===== config.mk =====
export PLATFORM = sky130hd
export DESIGN_NAME = pcm_serial_rx
export DESIGN_NICKNAME = d
export VERILOG_FILES = /design/src/rtl/pcm_rx_pkg.sv /design/src/rtl/pcm_in_sync.sv /design/src/rtl/pcm_half_framer.sv /design/src/rtl/pcm_word_shifter.sv /design/src/rtl/pcm_serial_rx.sv
export SDC_FILE = /design/constraint.sdc
export NUM_CORES = 1
export LEC_CHECK = 0
export BUFFER_PORTS_ARGS = -buffer_cell sky130_fd_sc_hd__buf_2
export CELL_PAD_IN_SITES_DETAIL_PLACEMENT = 1
export CELL_PAD_IN_SITES_GLOBAL_PLACEMENT = 2
export CORE_MARGIN = 1
export CORE_UTILIZATION = 35
export CTS_CLUSTER_DIAMETER = 30
export DETAILED_ROUTE_END_ITERATION = 8
export PLACE_DENSITY_LB_ADDON = 0.1
export SLEW_MARGIN = 10
export SYNTH_ARGS = -nofsm -noshare
export SYNTH_HDL_FRONTEND = slang
export SYNTH_SLANG_ARGS = --single-unit

===== constraint.sdc =====
create_clock -name clk -period 2.57 [get_ports clk]
set_input_delay 0.1285 -clock clk [delete_from_list [all_inputs] [get_ports clk]]
set_output_delay 0.1285 -clock clk [all_outputs]
set_load 0.005 [all_outputs]

===== src/rtl/pcm_rx_pkg.sv =====
package pcm_rx_pkg;
  localparam int WORD_W = 24;
  localparam int RJ16_W = 16;
  localparam int RJ20_W = 20;

  typedef enum logic [2:0] {
    FMT_RJ16  = 3'b000,
    FMT_RJ20  = 3'b001,
    FMT_LJ24  = 3'b010,
    FMT_I2S24 = 3'b011,
    FMT_RJ24  = 3'b100
  } fmt_e;

  function automatic fmt_e decode_fmt(input logic [2:0] code);
    case (code)
      3'b000:  return FMT_RJ16;
      3'b001:  return FMT_RJ20;
      3'b011:  return FMT_I2S24;
      3'b100:  return FMT_RJ24;
      default: return FMT_LJ24;
    endcase
  endfunction

  function automatic logic is_rj(input fmt_e f);
    return (f == FMT_RJ16) || (f == FMT_RJ20) || (f == FMT_RJ24);
  endfunction

  function automatic logic [WORD_W-1:0] align_word(input fmt_e f, input logic [WORD_W-1:0] sh);
    case (f)
      FMT_RJ16: return {sh[RJ16_W-1:0], {(WORD_W-RJ16_W){1'b0}}};
      FMT_RJ20: return {sh[RJ20_W-1:0], {(WORD_W-RJ20_W){1'b0}}};
      default:  return sh;
    endcase
  endfunction
endpackage


===== src/rtl/pcm_in_sync.sv =====
module pcm_in_sync #(
  parameter int STAGES = 2
) (
  input  logic clk,
  input  logic rst,
  input  logic bck_in,
  input  logic frm_in,
  input  logic sdata_in,
  output logic bit_evt,
  output logic frm_s,
  output logic sd_s
);
  logic [STAGES:0]   bck_p;
  logic [STAGES-1:0] frm_p;
  logic [STAGES-1:0] sd_p;

  generate
    if (STAGES == 1) begin : g_one
      always_ff @(posedge clk) begin
        if (rst) begin
          bck_p <= '0;
          frm_p <= '0;
          sd_p  <= '0;
        end else begin
          bck_p <= {bck_p[0], bck_in};
          frm_p <= frm_in;
          sd_p  <= sdata_in;
        end
      end
    end else begin : g_many
      always_ff @(posedge clk) begin
        if (rst) begin
          bck_p <= '0;
          frm_p <= '0;
          sd_p  <= '0;
        end else begin
          bck_p <= {bck_p[STAGES-1:0], bck_in};
          frm_p <= {frm_p[STAGES-2:0], frm_in};
          sd_p  <= {sd_p[STAGES-2:0], sdata_in};
        end
      end
    end
  endgenerate

  // Data and frame clock pass through the same depth as the bit clock,
  // so at a detected rise they hold the values present before the edge.
  assign bit_evt = bck_p[STAGES-1] & ~bck_p[STAGES];
  assign frm_s   = frm_p[STAGES-1];
  assign sd_s    = sd_p[STAGES-1];

  assert_evt_gap_R9: assert property (@(posedge clk) disable iff (rst)
    bit_evt |=> !bit_evt);
endmodule


===== src/rtl/pcm_half_framer.sv =====
module pcm_half_framer #(
  parameter int MAX_HALF = 64,
  localparam int CNT_W = $clog2(MAX_HALF + 1)
) (
  input  logic             clk,
  input  logic             rst,
  input  logic             bit_evt,
  input  logic             frm_s,
  input  logic             delay_one,
  output logic             boundary,
  output logic [CNT_W-1:0] idx,
  output logic             ended_level
);
  logic             prev_frm;
  logic             prev_eff;
  logic [CNT_W-1:0] cnt;
  logic             eff;
  logic [CNT_W-1:0] cnt_next;

  // For the delayed framing, the frame level seen one bit earlier marks the
  // half, which puts the MSB at index 0 and lets the LSB spill over.
  assign eff      = delay_one ? prev_frm : frm_s;
  assign boundary = bit_evt && (eff != prev_eff);
  assign cnt_next = (cnt == CNT_W'(MAX_HALF - 1)) ? cnt : cnt + 1'b1;
  assign idx      = boundary ? '0 : cnt_next;
  assign ended_level = prev_eff;

  always_ff @(posedge clk) begin
    if (rst) begin
      prev_frm <= 1'b0;
      prev_eff <= 1'b0;
      cnt      <= '0;
    end else if (bit_evt) begin
      prev_frm <= frm_s;
      prev_eff <= eff;
      cnt      <= idx;
    end
  end

  assert_idx_range_R9: assert property (@(posedge clk) disable iff (rst)
    bit_evt |-> (idx < CNT_W'(MAX_HALF)));
endmodule


===== src/rtl/pcm_word_shifter.sv =====
module pcm_word_shifter
  import pcm_rx_pkg::*;
#(
  parameter int MAX_HALF = 64,
  localparam int CNT_W = $clog2(MAX_HALF + 1)
) (
  input  logic              clk,
  input  logic              rst,
  input  logic              bit_evt,
  input  logic [CNT_W-1:0]  idx,
  input  logic              sd_s,
  input  fmt_e              fmt,
  output logic [WORD_W-1:0] word
);
  logic [WORD_W-1:0] sh;
  logic              take;

  // Right-justified framings shift every bit and keep the newest ones;
  // the others stop once a full word has been taken.
  assign take = is_rj(fmt) || (idx < CNT_W'(WORD_W));
  assign word = align_word(fmt, sh);

  always_ff @(posedge clk) begin
    if (rst) begin
      sh <= '0;
    end else if (bit_evt && take) begin
      sh <= {sh[WORD_W-2:0], sd_s};
    end
  end
endmodule


===== src/rtl/pcm_serial_rx.sv =====
module pcm_serial_rx
  import pcm_rx_pkg::*;
#(
  parameter int SYNC_STAGES = 2,
  parameter int MAX_HALF    = 64,
  localparam int CNT_W = $clog2(MAX_HALF + 1)
) (
  input  logic              clk,
  input  logic              rst,
  input  logic [2:0]        fmt_sel,
  input  logic              bck_in,
  input  logic              frm_in,
  input  logic              sdata_in,
  output logic [WORD_W-1:0] left_word,
  output logic [WORD_W-1:0] right_word,
  output logic              frame_valid
);
  fmt_e              cfg;
  logic              bit_evt, frm_s, sd_s;
  logic              boundary, ended_level, ended_left, delay_one;
  logic [CNT_W-1:0]  idx;
  logic [WORD_W-1:0] word;
  logic [WORD_W-1:0] left_stage;
  logic              armed, have_left;

  always_ff @(posedge clk) begin
    if (rst) cfg <= decode_fmt(fmt_sel);
  end

  assign delay_one  = (cfg == FMT_I2S24);
  assign ended_left = delay_one ? ~ended_level : ended_level;

  pcm_in_sync #(.STAGES(SYNC_STAGES)) u_sync (
    .clk(clk), .rst(rst), .bck_in(bck_in), .frm_in(frm_in), .sdata_in(sdata_in),
    .bit_evt(bit_evt), .frm_s(frm_s), .sd_s(sd_s)
  );

  pcm_half_framer #(.MAX_HALF(MAX_HALF)) u_framer (
    .clk(clk), .rst(rst), .bit_evt(bit_evt), .frm_s(frm_s), .delay_one(delay_one),
    .boundary(boundary), .idx(idx), .ended_level(ended_level)
  );

  pcm_word_shifter #(.MAX_HALF(MAX_HALF)) u_shift (
    .clk(clk), .rst(rst), .bit_evt(bit_evt), .idx(idx), .sd_s(sd_s), .fmt(cfg),
    .word(word)
  );

  always_ff @(posedge clk) begin
    if (rst) begin
      armed       <= 1'b0;
      have_left   <= 1'b0;
      left_stage  <= '0;
      left_word   <= '0;
      right_word  <= '0;
      frame_valid <= 1'b0;
    end else begin
      frame_valid <= 1'b0;
      if (boundary) begin
        if (!armed) begin
          armed <= 1'b1;
        end else if (ended_left) begin
          left_stage <= word;
          have_left  <= 1'b1;
        end else if (have_left) begin
          left_word   <= left_stage;
          right_word  <= word;
          frame_valid <= 1'b1;
          have_left   <= 1'b0;
        end
      end
    end
  end

  assert_valid_pulse_R8: assert property (@(posedge clk) disable iff (rst)
    frame_valid |=> !frame_valid);
  assert_left_hold_R8: assert property (@(posedge clk) disable iff (rst)
    !frame_valid |-> $stable(left_word));
  assert_right_hold_R8: assert property (@(posedge clk) disable iff (rst)
    !frame_valid |-> $stable(right_word));
  assert_unarmed_quiet_R10: assert property (@(posedge clk) disable iff (rst)
    !armed |-> !frame_valid);
  assert_pad16_R6: assert property (@(posedge clk) disable iff (rst)
    (frame_valid && cfg == FMT_RJ16) |-> (left_word[7:0] == 8'h00 && right_word[7:0] == 8'h00));
  assert_pad20_R5: assert property (@(posedge clk) disable iff (rst)
    (frame_valid && cfg == FMT_RJ20) |-> (left_word[3:0] == 4'h0 && right_word[3:0] == 4'h0));
endmodule


Yosys cells after proc, flatten, opt, wreduce, memory -nomap -nowiden:

Cells that the tools add are included.

* input bits: 8
* word-level logic and storage cells: 49
* bits in registers: 118

* add/sub/neg operators: 1
* equal/unequal tests: 8
* magnitude comparators: 1
* reduce and logical (&&, ||, !) cells: 11
* mux-type cells: 8
* bitwise operators: 6

Operators with widths (number)
* 24-bit one-hot mux with 2 select lines: 1
* 7-bit two-way mux: 2
* 3-bit one-hot mux with 4 select lines: 1
* 7-bit by 1-bit adder with 7-bit output, second input constant: 1
* 7-bit by 6-bit equality test with 1-bit output, second input constant: 1
* 7-bit by 5-bit less-than comparator with 1-bit output, second input constant: 1
* 3-bit by 1-bit equality test with 1-bit output, second input constant: 2
* 3-bit by 2-bit equality test with 1-bit output, second input constant: 2
* 3-bit equality test, second input constant: 2
* 3-bit zero test: 2
* 1-bit inverter: 5
* 1-bit two-way mux: 4
* 4-bit AND reduction: 1
* 4-bit OR reduction: 1
* 1-bit logical OR: 3
* 3-bit AND reduction: 1
* 1-bit logical AND: 2
* 2-bit AND reduction: 1
* 1-bit AND: 1
* 1-bit inequality test: 1

Logic depth before layout (Yosys ltp):

Gate-level depths: netlist of the first run.

* word-level depth: 8
* mapped depth: 8
* depth with buffers taken out: 6

Hierarchy:

From an unflattened synthesis of the first run, not the netlist that was laid out.

* cell total of the unflattened synthesis: 524
* area, all modules: 5386.4 µm²

Modules (own cells, without submodules)
* pcm_serial_rx: area an instance 3218.1 µm², cells each 284, sequential area each 1591.5 µm², times used 1
* pcm_word_shifter: area an instance 1380.1 µm², cells each 154, sequential area each 480.5 µm², times used 1
* pcm_half_framer: area an instance 598.1 µm², cells each 71, sequential area each 180.2 µm², times used 1
* pcm_in_sync: area an instance 190.2 µm², cells each 15, sequential area each 140.1 µm², times used 1

Least setup slack after synthesis of the first run:

OpenSTA, ideal clock, no wires.

* path type: register to register
* from: reg u_framer.cnt[0]
* to: reg u_shift.sh[10]
* data arrival time: 1.915 ns
* stages on the path, launching flop included: 9
* period minus slack after synthesis: 1.986 ns
* buffers on the path: 2
* slack: 0.584 ns
* data required time: 2.498 ns
* cell sequence: dfxtp_1 ha_1 and2_1 buf_2 nand4_2 o211ai_1 o32ai_2 buf_6 mux2i_1

* longest elaborated chain between the ends: 6
* elaborated cells between the ends (all ways): 7
* classes of those cells: 1 x add/sub; 1 x order compare; 1 x eq/ne; 2 x mux; 2 x reduce/logical

RTL lines
* start: declaration: RTL line pcm_half_framer.sv:16 `logic [CNT_W-1:0] cnt;`
* start signal: assignment: RTL line pcm_half_framer.sv:36 `cnt <= idx;`
* 7-bit by 1-bit adder with 7-bit output / 7-bit by 6-bit equality test with 1-bit output (equally long branches): RTL line pcm_half_framer.sv:24 `assign cnt_next = (cnt == CNT_W'(MAX_HALF - 1)) ? cnt : cnt + 1'b1;`
* 7-bit two-way mux *: RTL line pcm_half_framer.sv:24
* 7-bit two-way mux *: RTL line pcm_half_framer.sv:25 `assign idx = boundary ? '0 : cnt_next;`
* 7-bit by 5-bit less-than comparator with 1-bit output *: RTL line pcm_word_shifter.sv:20 `assign take = is_rj(fmt) || (idx < CNT_W'(WORD_W));`
* 1-bit logical OR *: RTL line pcm_word_shifter.sv:20
* 1-bit logical AND *: RTL line pcm_word_shifter.sv:26 `end else if (bit_evt && take) begin`
* end signal: assignment: RTL line pcm_word_shifter.sv:27 `sh <= {sh[WORD_W-2:0], sd_s};`
* end: declaration: RTL line pcm_word_shifter.sv:15 `logic [WORD_W-1:0] sh;`

Every way passes the cells marked *; elsewhere a longest branch is shown, timed or not.
A chain may end at the register's enable or synchronous reset.

Worst setup path after layout of the first run:

* from: reg cfg[2]
* to: reg right_word[14]

* longest elaborated chain between the ends: 5
* elaborated cells between the ends (all ways): 10
* classes of those cells: 3 x eq/ne; 3 x mux; 1 x bitwise; 3 x reduce/logical

RTL lines
* start: declaration: RTL line pcm_serial_rx.sv:18 `fmt_e cfg;`
* start signal: assignment: RTL line pcm_serial_rx.sv:27 `if (rst) cfg <= decode_fmt(fmt_sel);`
* 3-bit by 2-bit equality test with 1-bit output: RTL line pcm_serial_rx.sv:30 `assign delay_one = (cfg == FMT_I2S24);`
* 1-bit two-way mux: RTL line pcm_half_framer.sv:22 `assign eff = delay_one ? prev_frm : frm_s;`
* 1-bit inequality test: RTL line pcm_half_framer.sv:23 `assign boundary = bit_evt && (eff != prev_eff);`
* 1-bit logical AND: RTL line pcm_half_framer.sv:23
* 4-bit AND reduction (no source line)
* end signal: assignment: RTL line pcm_serial_rx.sv:66 `right_word <= word;`
* end: declaration: RTL line pcm_serial_rx.sv:15 `output logic [WORD_W-1:0] right_word,`

Several ways; a longest one is shown, not always the timed one.

==> results.md, run 1 <==
* Post-synth top area share at 0.4473
* FF-to-FF Start: cfg[2]
* Vias at roughly 3,800
* Final worst slack at 0.3990 ns
* Comb power frac at 0.045
* Post-Synthesis Cells at between 500 and 600
* Critical path class: flip-flop to flip-flop
* Sequential fraction of the synthesis area at 0.4648
* Flop pwr share at 0.418
* Clock skew at 0.007146 ns
* Total Power at between 4 and 5 mW
* Worst Hold Margin at 0.03090 ns
* Post-route ant nets at 0
* Min-delay src: fmt_sel[0]
* Status: completed
* Power share of the clock group at 0.537
* Worst-path clk slew at ~0.05 ns
* PD cells at between 700 and 800 mW/mm^2
* Most frequent cell after synthesis: dfxtp_1
* Setup Buffers After CTS at 0
* RSZ-0062 raised after global routing: false
* GR Util All Layers at 0.1794
* CP startpoint kind: flip-flop
* Root Driver: clkbuf_16
* WL final at roughly 13,000 um
* DIE AREA at between 0.015 and 0.02 mm^2
* Layout cells sized above 1 at 0.1837
* First DRT Iteration DRCs at 136
* First-pass GRT wire length at 20,370 um
* CP required at 2.87 ns
* CTS buffer count at 17
* Resized cells post-CTS at 0
* Final Setup Violations at 0
* Cell area after layout at around 0.0063 mm^2
* Vias per cell at a little under 5
* P_int at ~3.5 mW
* Final core utilization at 0.4451
* Finished Layout Cells at 768
* Warnings, synthesis at 0
* Syn Area/Cell at between 9 and 10 um^2
* Row count at 43
* Crit. Startpoint: cfg[2]
* Crit path max fanout at 38
* EDFF count, synth at 3
* Max Cap Viol at 0
* CP max stage cell: edfxtp_1
* Io pins at 57
* Min-delay worst type: primary input to flip-flop
* Syn Nets at ~530
* Clock sinks at ~120
* CTS tree: yes
* Worst IR Drop VDD at about 0.39 mV
* Synth Flop Type: dfxtp_1
* Slew Viols, Final at 0
* Post-place setup slack at 0.4254 ns
* I/O Buffers at 56
* Final worst path period share at 0.8447
* Hold Violations, Final at 0
* Die extent in y at 123.3 um
* GP Congestion at around 0.71
* DP Wirelength at 8535 um
* ANT cells at 0
* Final nets at 585
* Crit-path cells: nand3b_2 -> xnor2_1 -> or2_1 -> or2_2 -> buf_12 -> mux2_1
* Core area at 0.01410 mm^2
* Sw Ratio at 0.2119
* Initial core utilization at 0.3652
* Post-Syn Area at between 0.005 and 0.006 mm^2
* Leak at ~2.6 nW
* Worst-Margin Slew at approximately 0.63 ns
* Post-synth top area cell: dfxtp_1
* First-pass detailed-route iteration total at 4
* Synth top area cells: dfxtp_1 45%, mux2i_1 15%, nand2b_1 10%
* Antenna violations before repair at 0
* Max-Slew Margin vs Limit at 0.5766
* Commonest cells in the netlist: 115 x dfxtp_1, 84 x nand2b_1, 76 x mux2i_1
* H-tree levels at 4
* Layout area overhead at 21.88%
* Min Tclk post-route at between 2 and 2.5 ns
* NetSw at ~940 uW
* Yosys reg bits at around 120
* DRC errors left at 0
* DR WL/cell at around 16 um
* Worst-Skew Late Latency at approximately 0.42 ns
* Crit. End Element: flip-flop
* Gr ovfl total at 0
* CP max stage delay at 0.44 ns
* Worst path arrival time at 2.47 ns
* Achievable Freq at 0.4606 GHz
* Placed cells at between 700 and 800
* Hold buffers post-CTS at 5
* Netlist cell types at 45
* Largest net degree at the start of global routing at 53
* Vias in the first global route at between 3,000 and 4,000
* Post-DP Area at about 0.0056 mm^2
* Chip width at between 100 and 150 um
* Setup TNS at 0 ns
* Clk buf depth at 2
* Post-synthesis async set-or-reset flop share at 0
## layout make-up
type / instances / area, um^2
clock buffer: 23 / 509.2
fill: 1580 / 7823
timing repair buffer: 73 / 473.0
multi-input combinational: 364 / 2572
clock inverter: 8 / 93.84
sequential: 118 / 2392
tap: 180 / 225.2
inverter: 2 / 7.507
## worst max-delay path, delay by kind of cell (launching register included)
| family | cells | cell delay (ns) |
|---|---|---|
| xor+xnor | 1 | 0.18 |
| simple gates | 3 | 0.84 |
| flops | 1 | 0.44 |
| buf+inv | 1 | 0.20 |
| mux | 1 | 0.36 |
## state kept, by name, summed over array words and instances (netlist names)
signal	cells
armed	1
cfg	3
frame_valid	1
have_left	1
left_stage	24
left_word	24
right_word	24
u_framer.cnt	7
u_framer.ended_level	1
u_framer.prev_frm	1
u_shift.sh	24
u_sync.bck_p	3
u_sync.frm_p	2
u_sync.sd_p	2
## cell usage in the layout (no fill, tap or decap), drive strengths merged, types with 5 or more instances in the layout
cell	instances
a21oi	19
nor2b	28
mux2	18
dfxtp	115
nand2b	84
nand3b	5
nand3	7
nor3	5
buf	68
o21ai	19
clkinv	6
clkbuf	23
nor2	24
a211oi	16
dlygate4sd3	5
mux2i	76
nand2	34
## metal layers
layer,share of wire,track usage,vias to the layer above
li1,-,-,1893
met3,0.028,0.04151,20
met5,0,0,-
met4,0.016,0.08133,0
met2,0.45,0.2776,50
met1,0.51,0.2367,1839
## kinds of logic after synthesis
logic type | Yosys count | share of synthesized area
adders and majority gates | 1 | 0.002430
buffers and inverters | 41 | 0.03816
AOI/OAI and AO/OA | 67 | 0.08678
xor gates and xnor gates | 2 | 0.003404
and+or+nand+nor | 200 | 0.2166
muxes | 94 | 0.1879
DFF | 118 | 0.4648
## power groups by stage
stage	clock network [mW]	registers, mW	logic (mW)
finish	2.39	1.86	0.202
global route	2.54	1.86	0.220
CTS	2.46	1.86	0.205
detailed placement	0	1.90	0.199
global placement	0	1.90	0.197
floorplan	0	1.89	0.147
## worst paths after layout
path / to / slack, ns / depth (start not counted)
max: right_word[14] / 0.40 / 6
min: cfg[2] / 0.03 / 2
min reg2reg: u_sync.bck_p[1] / 0.45 / 1
max reg2reg: right_word[14] / 0.40 / 6
(Power assumes the default switching activity.)
==> run 2: changes to the inputs <==
Settings changed: CORE_UTILIZATION 35 to 33.
Clock period 2.57 ns to 1.8 ns, I/O delays scaled along.
==> run 2 against run 1 <==
Against the previous run: first-iteration DRC count is 32% higher; hold slack worse by 0.013 ns; maximum frequency is 13% higher; combinational power is 100% higher; largest cell class unchanged; critical path depth is 4 higher; largest power group unchanged; die area is 6.0% higher; the run now ends with negative setup slack left; clock power is 47% higher.
==> results.md, run 2 (same netlist as run 1, synthesis figures left out) <==
* First DRT Iteration DRCs at 180 (was 136)
* Violated checks: negative setup slack
* H-tree levels at 4 (unchanged)
* Antenna violations before repair at 0 (unchanged)
* GR Util All Layers at 0.1886 (was 0.1794)
* Layout area overhead at 41.47% (was 21.88%)
* Chip width at 126.9 um (was 123.3 um)
* Worst path arrival time at 2.26 ns (was 2.47 ns)
* Vias per cell at 4.933 (was 4.951)
* Clk buf depth at 2 (unchanged)
* Post-DP Area at 0.005961 mm^2 (was 0.005620 mm^2)
* Root Driver: clkbuf_16 (unchanged)
* Post-route ant nets at 0 (unchanged)
* Die extent in y at 126.9 um (was 123.3 um)
* Layout cells sized above 1 at 0.3560 (was 0.1837)
* CP startpoint kind: flip-flop (unchanged)
* CTS tree: yes (unchanged)
* Achievable Freq at 0.5212 GHz (was 0.4606 GHz)
* Crit. End Element: flip-flop (unchanged)
* DIE AREA at 0.01610 mm^2 (was 0.01520 mm^2)
* I/O Buffers at 56 (unchanged)
* GP Congestion at 0.7896 (was 0.7127)
* Final worst slack at -0.1188 ns (was 0.3990 ns)
* WL final at 14,800 um (was 12,500 um)
* Critical path class: flip-flop to flip-flop (unchanged)
* Crit path max fanout at 8 (was 38)
* Min Tclk post-route at 1.919 ns (was 2.171 ns)
* Initial core utilization at 0.3386 (was 0.3652)
* DRC errors left at 0 (unchanged)
* First-pass detailed-route iteration total at 4 (unchanged)
* First-pass GRT wire length at 23,030 um (was 20,370 um)
* Max-Slew Margin vs Limit at 0.6068 (was 0.5766)
* Worst-path clk slew at 0.06 ns (was 0.05 ns)
* DR WL/cell at 17.75 um (was 16.28 um)
* PD cells at 904.1 mW/mm^2 (was 709.9 mW/mm^2)
* Worst-Skew Late Latency at 0.41 ns (was 0.42 ns)
* Worst IR Drop VDD at 0.6601 mV (was 0.3874 mV)
* Post-place setup slack at -0.1360 ns (was 0.4254 ns)
* CP required at 2.14 ns (was 2.87 ns)
* Max Cap Viol at 0 (unchanged)
* Cell area after layout at 0.007282 mm^2 (was 0.006274 mm^2)
* Placed cells at 774 (was 732)
* Final worst path period share at 1.066 (was 0.8447)
* Worst-Margin Slew at 0.5899 ns (was 0.6313 ns)
* Leak at 3.212 nW (was 2.621 nW)
* ANT cells at 0 (unchanged)
* Commonest non-fill, non-tap cell in the layout: dfxtp_1 (unchanged)
* Slew Viols, Final at 0 (unchanged)
* Finished Layout Cells at 834 (was 768)
* Status: complete, but fails checks (was completed)
* Io pins at 57 (unchanged)
* Clock sinks at 118 (unchanged)
* Largest net degree at the start of global routing at 57 (was 53)
* RSZ-0062 raised after global routing: true (was false)
* Final Setup Violations at 79 (was 0)
* Vias in the first global route at 4,171 (was 3,840)
* Vias at 4,114 (was 3,802)
* DP Wirelength at 8993 um (was 8535 um)
* Min-delay worst type: primary input to flip-flop (unchanged)
* Final nets at 642 (was 585)
* CTS buffer count at 17 (unchanged)
* Clock skew at 0.007234 ns (was 0.007146 ns)
* Row count at 45 (was 43)
* Gr ovfl total at 0 (unchanged)
* Core area at 0.01520 mm^2 (was 0.01410 mm^2)
* Most frequent cells in the layout: 112 x dfxtp_1, 84 x nand2b_1, 76 x mux2i_1 (was 115 x dfxtp_1, 84 x nand2b_1, 76 x mux2i_1)
* Hold Violations, Final at 0 (unchanged)
[run 2: cell count changes in the layout (fill, tap and decap cells not counted), moves of 12 or more]
cell and change:
buf_6 +16, mux2_1 -12, buf_4 +30, o21ai_0 -18
nand2_1 -18, mux2_4 +12
[run 2: layout make-up]
cell class,instances,area (um^2)
multi-input combinational,364,2897
sequential,118,2401
clock buffer,24,491.7
timing repair buffer,130,1131
tap,188,235.2
clock inverter,8,118.9
inverter,2,7.507
fill,1677,7920
[run 2: metrics by stage]
stage | power, mW | hold WS [ns] | util | setup TNS [ns]
after global placement | 3.036 | 0.3006 | 0.3921 | -3.158
after global routing | 6.823 | 0.01576 | 0.4790 | -12.63
after floorplan | 2.921 | 0.2025 | - | -2.802
after CTS | 6.625 | 0.0007734 | 0.4661 | -5.192
after detailed placement | 3.041 | 0.3169 | 0.3921 | -4.658
final | 6.584 | 0.01744 | 0.4790 | -5.225
[run 2: timing repair]
action                                  in CTS  in global routing
resized for setup                           57                 63
endpoints found under the hold margin        4                  0
cloned                                       6                  3
endpoints found under the setup margin      64                102
hold buffers                                 5                  0
buffers inserted                            17                  4
pin swaps                                   11                 23
[run 2: power by group]
part	switching, mW	internal, mW
registers	0.0141	2.64
logic	0.211	0.201
clock network	1.20	2.32
[run 2: critical path, cell delays in order, from the launching register on]
cell and delay [ns]:
edfxtp_1 0.40, nand3b_4 0.18, buf_6 0.13, a21oi_4 0.14
buf_6 0.13, buf_6 0.09, o2111a_2 0.33, buf_6 0.15
clkbuf_16 0.16, nand2_1 0.07, o21ai_2 0.07
[run 2: worst paths after layout]
path                            cells after the start  slack [ns]             from              end
worst max-delay path                               10       -0.12           cfg[2]    left_stage[7]
worst min-delay path                                2        0.02       fmt_sel[2]           cfg[0]
worst max register to register                     10       -0.12           cfg[2]    left_stage[7]
worst min register to register                      1        0.44  u_sync.bck_p[0]  u_sync.bck_p[1]
[run 2: routing by layer]
layer	GRT usage	vias up	wire length [um]	part of all wire
met5	0	-	0	0
met4	0.06303	0	150	0.010
met3	0.04218	13	401	0.027
met2	0.2931	64	6835	0.46
met1	0.2577	2015	7416	0.50
li1	-	2022	-	-
